--- src/rtl/flash_cmd_decoder.sv ---
module flash_cmd_decoder #(
  parameter int          ADDR_W = 18,
  parameter logic [7:0]  MFG_ID = 8'h1F,
  parameter logic [7:0]  DEV_ID = 8'h07,
  parameter logic [7:0]  EXT_ID = 8'h0F
) (
  input  logic              clk,
  input  logic              rst_n,
  input  logic              wr_en,
  input  logic [ADDR_W-1:0] wr_addr,
  input  logic [7:0]        wr_data,
  input  logic              busy,
  input  logic              lock_in,
  input  logic [ADDR_W-1:0] rd_addr,
  output logic              id_mode,
  output logic [7:0]        id_data,
  output logic              req_prog,
  output logic              req_sect_erase,
  output logic              req_chip_erase,
  output logic              req_lock,
  output logic              req_id_enter,
  output logic              req_id_exit,
  output logic [ADDR_W-1:0] req_addr,
  output logic [7:0]        req_data
);
  typedef enum logic [2:0] {S_IDLE, S_U1, S_U2, S_PGM, S_E3, S_E4, S_E5} st_t;

  st_t        st, nxt;
  logic [5:0] req_nxt, req_q;

  wire at_555 = wr_addr[10:0] == 11'h555;
  wire at_2aa = wr_addr[10:0] == 11'h2AA;
  wire is_f0  = wr_data == 8'hF0;

  // req bit order: prog, sect, chip, lock, enter, exit
  always_comb begin
    nxt     = S_IDLE;
    req_nxt = '0;
    unique case (st)
      S_IDLE: if (at_555 && wr_data == 8'hAA) nxt = S_U1;
              else if (is_f0) req_nxt[0] = 1'b1;
      S_U1:   if (at_2aa && wr_data == 8'h55) nxt = S_U2;
              else if (is_f0) req_nxt[0] = 1'b1;
      S_U2: begin
        if (at_555 && wr_data == 8'hA0)      nxt = S_PGM;
        else if (at_555 && wr_data == 8'h80) nxt = S_E3;
        else if (at_555 && wr_data == 8'h90) req_nxt[1] = 1'b1;
        else if (is_f0)                      req_nxt[0] = 1'b1;
      end
      S_PGM:  req_nxt[5] = 1'b1;
      S_E3:   if (at_555 && wr_data == 8'hAA) nxt = S_E4;
              else if (is_f0) req_nxt[0] = 1'b1;
      S_E4:   if (at_2aa && wr_data == 8'h55) nxt = S_E5;
              else if (is_f0) req_nxt[0] = 1'b1;
      S_E5: begin
        if (wr_data == 8'h30)                req_nxt[4] = 1'b1;
        else if (at_555 && wr_data == 8'h10) req_nxt[3] = 1'b1;
        else if (at_555 && wr_data == 8'h40) req_nxt[2] = 1'b1;
        else if (is_f0)                      req_nxt[0] = 1'b1;
      end
      default: nxt = S_IDLE;
    endcase
  end

  always_ff @(posedge clk or negedge rst_n) begin
    if (!rst_n) begin
      st       <= S_IDLE;
      req_q    <= '0;
      id_mode  <= 1'b0;
      req_addr <= '0;
      req_data <= '0;
    end else begin
      req_q <= '0;
      if (busy) begin
        st <= S_IDLE;
      end else if (wr_en) begin
        st       <= nxt;
        req_q    <= req_nxt;
        req_addr <= wr_addr;
        req_data <= wr_data;
        if (req_nxt[1])      id_mode <= 1'b1;
        else if (req_nxt[0]) id_mode <= 1'b0;
      end
    end
  end

  assign {req_prog, req_sect_erase, req_chip_erase, req_lock, req_id_enter, req_id_exit} = req_q;

  always_comb begin
    id_data = 8'h00;
    if (id_mode)
      unique case (rd_addr[1:0])
        2'd0: id_data = MFG_ID;
        2'd1: id_data = DEV_ID;
        2'd2: id_data = {7'b0, lock_in};
        2'd3: id_data = EXT_ID;
        default: id_data = 8'h00;
      endcase
  end
endmodule

--- config.mk ---
export PLATFORM = sky130hd
export DESIGN_NAME = flash_cmd_decoder
export DESIGN_NICKNAME = d
export VERILOG_FILES = /design/src/rtl/flash_cmd_decoder.sv
export SDC_FILE = /design/constraint.sdc
export NUM_CORES = 1
export LEC_CHECK = 0
export CAP_MARGIN = 20
export CORE_AREA = 5 5 73 75
export CTS_CLUSTER_SIZE = 28
export DETAILED_ROUTE_END_ITERATION = 10
export DIE_AREA = 0 0 78 80
export GPL_ROUTABILITY_DRIVEN = 0
export HOLD_SLACK_MARGIN = 0.08
export PLACE_DENSITY = 0.87
export SYNTH_ARGS = -nofsm -noshare
export SYNTH_HDL_FRONTEND = slang
export SYNTH_SLANG_ARGS = --single-unit
--- constraint.sdc ---
create_clock -name clk -period 2 [get_ports clk]
set_input_delay 0.3 -clock clk [delete_from_list [all_inputs] [get_ports clk]]
set_output_delay 0.3 -clock clk [all_outputs]
set_load 0.02 [all_outputs]
==> results.md <==
* Critical Path AT at 1590 ps
* Layout area overhead at 56.3%
* Largest net degree at the start of global routing at 37
* HPWL Detailed at 3.87 mm
* Chip width at 78 um
* Required @ worst endpoint at 1700 ps
* Sequential area share after synthesis at 0.522
* Fin cells at 341
* DRC viols at 0
* Final nets at 339
* Layout fillers at 419
* Routed WL at 4.97 mm
* Status: finished, final reports clean
* Yosys warnings at 0
* Most frequent cells in the layout: nand2_1 (82), clkdlybuf4s50_1 (64), dfrtp_1 (36), buf_4 (23), nor2_1 (9)
* Tmin final at 1890 ps
* Worst-Skew Late Latency at 280 ps
* Worst Tran Pin Value at 794 ps
* Pwr/cell area at 676 nW/um2
* H-tree levels at 2
* Fin crit share at 0.943
* Number of global-route vias before repair at 1680
* Sink Count at 36
* Layout Skew at 4.51 ps
* Crit Path Max Fanout at 3
* Unrepaired setup endpoints after global routing: no
* Grt total ovfl at 0
* Clk slew on worst S/H paths at 70 ps
* HP Class: input pin to asynchronous set/reset pin
* Peak VDD IR at 0.426 mV
* Final antenna-violating net count at 0
* Layout cells sized above 1 at 0.136
* Met2 GRT Util at 0.271
* Worst setup SP type: input pin
* Yosys cell types at 37
* Synth Register Bits at 36
* Drt pass-1 iters at 4
* Initial antenna violation count at 0
* Syn Std Cell Area at 1720 um2
* GR Layer Usage met3 at 0.0508
* Final WS setup at 114 ps
* Input/output buffers at 70
* Worst Setup End Kind: output port
* CP Class: input pin to output port
* Die Span Y at 80 um
* Static Leak at 1.28 nW
* Final Max Slew Viols at 0
* Most used routing layer: met2
* Slew HR at 0.471
* Pwr Total at 1.82 mW
* Met1 usage at 0.194
* Starting DRT DRC Count at 120
* Via count at 1725
* Post-synth EDFFs at 0
* Core Util, Final at 0.586
* Ports at 90
* Via density at 5.06
* Gr usage total at 0.159
* Post-CTS setup buffers at 0
* Most common cell after layout, fill and taps aside: nand2_1
* Final hold vios at 0
* Die ar. at 6240 um2
* MaxCap Viol Count at 0
* CTS tree: built
* Async set-reset flop share out of synthesis at 1.00
* Setup Viol. Count Final at 0
* Fmax at 0.530 GHz
* Main synth FF type: dfrtp_1
* Diode count at 0
* Root buffer cell: clkbuf_8
* Hold_buf cts at 0
* Core area at 4600 um2
* Syn Inst Count at 194
* Initial core utilization at 0.375
* Dpl cells at 333
* Row count at 25
* Max Buffers Root-to-Sink at 2
* Pre-CTS setup slack at -259 ps
* Drt wl/cell at 14.6 um
* Wire length of the first global-routing pass at 7.94 mm
* Avg Cell Area, Syn at 8.89 um2
* CTS Buf Count at 5
## sequential cells by signal (all words and copies together) (netlist names)
| name | cells |
|---|---|
| req_data | 8 |
| id_mode | 1 |
| req_q | 6 |
| st | 3 |
| req_addr | 18 |
## power by group
group | internal, mW | total [mW] | switching, mW
Clock | 0.242 | 0.498 | 0.256
Sequential | 0.794 | 0.832 | 0.0373
Combinational | 0.243 | 0.493 | 0.250
Total | 1.28 | 1.82 | 0.543
## cells by family after synthesis
group                      share of synthesized area
and+or+nand+nor                                0.358
DFF                                            0.522
buffers and inverters                         0.0392
AOI/OAI and AO/OA                             0.0486
adders and majority gates                     0.0290
other                                        0.00217
## critical path, cell delays in order
cell and delay (ps):
clkdlybuf4s50_1 500, inv_1 90, ha_1 290, nor2_1 80, dlygate4sd2_1 330
## layer usage
metal / wire length [um] / up-vias
met5: 0 / -
met4: 48 / 0
met3: 424 / 8
li1: - / 822
met1: 1990 / 819
met2: 2510 / 76
## layout make-up
class / instances / area, um2 / share of cell area
Clock buffer: 5 / 68.8 / 0.0255
Clock inverter: 3 / 18.8 / 0.00696
Inverter: 4 / 15.0 / 0.00557
Multi-Input combinational cell: 146 / 766 / 0.284
Sequential cell: 36 / 901 / 0.334
Tap cell: 54 / 67.6 / 0.0251
Timing Repair Buffer: 93 / 858 / 0.318
## cell usage after synthesis (2+ instances only)
library cell	count	area share
dfrtp_1	36	0.52
nor4_1	3	0.011
nor4bb_1	2	0.012
nand4b_1	2	0.010
clkbuf_1	6	0.013
ha_1	4	0.029
nor3_1	5	0.015
or4b_1	2	0.012
nor2_1	9	0.020
nand3_1	2	0.0058
and3_1	2	0.0073
nor2b_1	2	0.0073
buf_4	4	0.017
o21ai_1	2	0.0058
nand3b_1	2	0.0087
a21oi_1	3	0.0087
nand2_1	82	0.18
o21ai_0	2	0.0058
inv_1	4	0.0087
nand2b_1	3	0.011
## what timing repair did
action / CTS / global route
gates cloned: 0 / 0
gates resized for setup: 6 / 1
setup endpoints to repair: 5 / 1
## path summary, 6_finish.rpt
kind	from	endpoint	slack (ps)	cells after the start
min in group clk	req_addr[14]	req_addr[14]	480	2
hold / removal	rst_n	req_q[1]	100	1
setup reg to reg	st[0]	id_mode	280	4
hold reg to reg	req_addr[14]	req_addr[14]	480	2
max in group asynchronous	rst_n	req_addr[0]	1400	1
setup / recovery	rd_addr[0]	id_data[3]	110	5
## per-stage QoR
stage | hold WS (ps) | setup TNS [ps] | instance area, um2
after CTS | 119 | 0 | 2700
after detailed placement | 430 | -1070 | 2620
after global placement | 413 | -858 | 2620
final | 102 | 0 | 2700
after global routing | 166 | 0 | 2700
after floorplan | 4.41 | 0 | 1730
(Power assumes the default switching activity.)
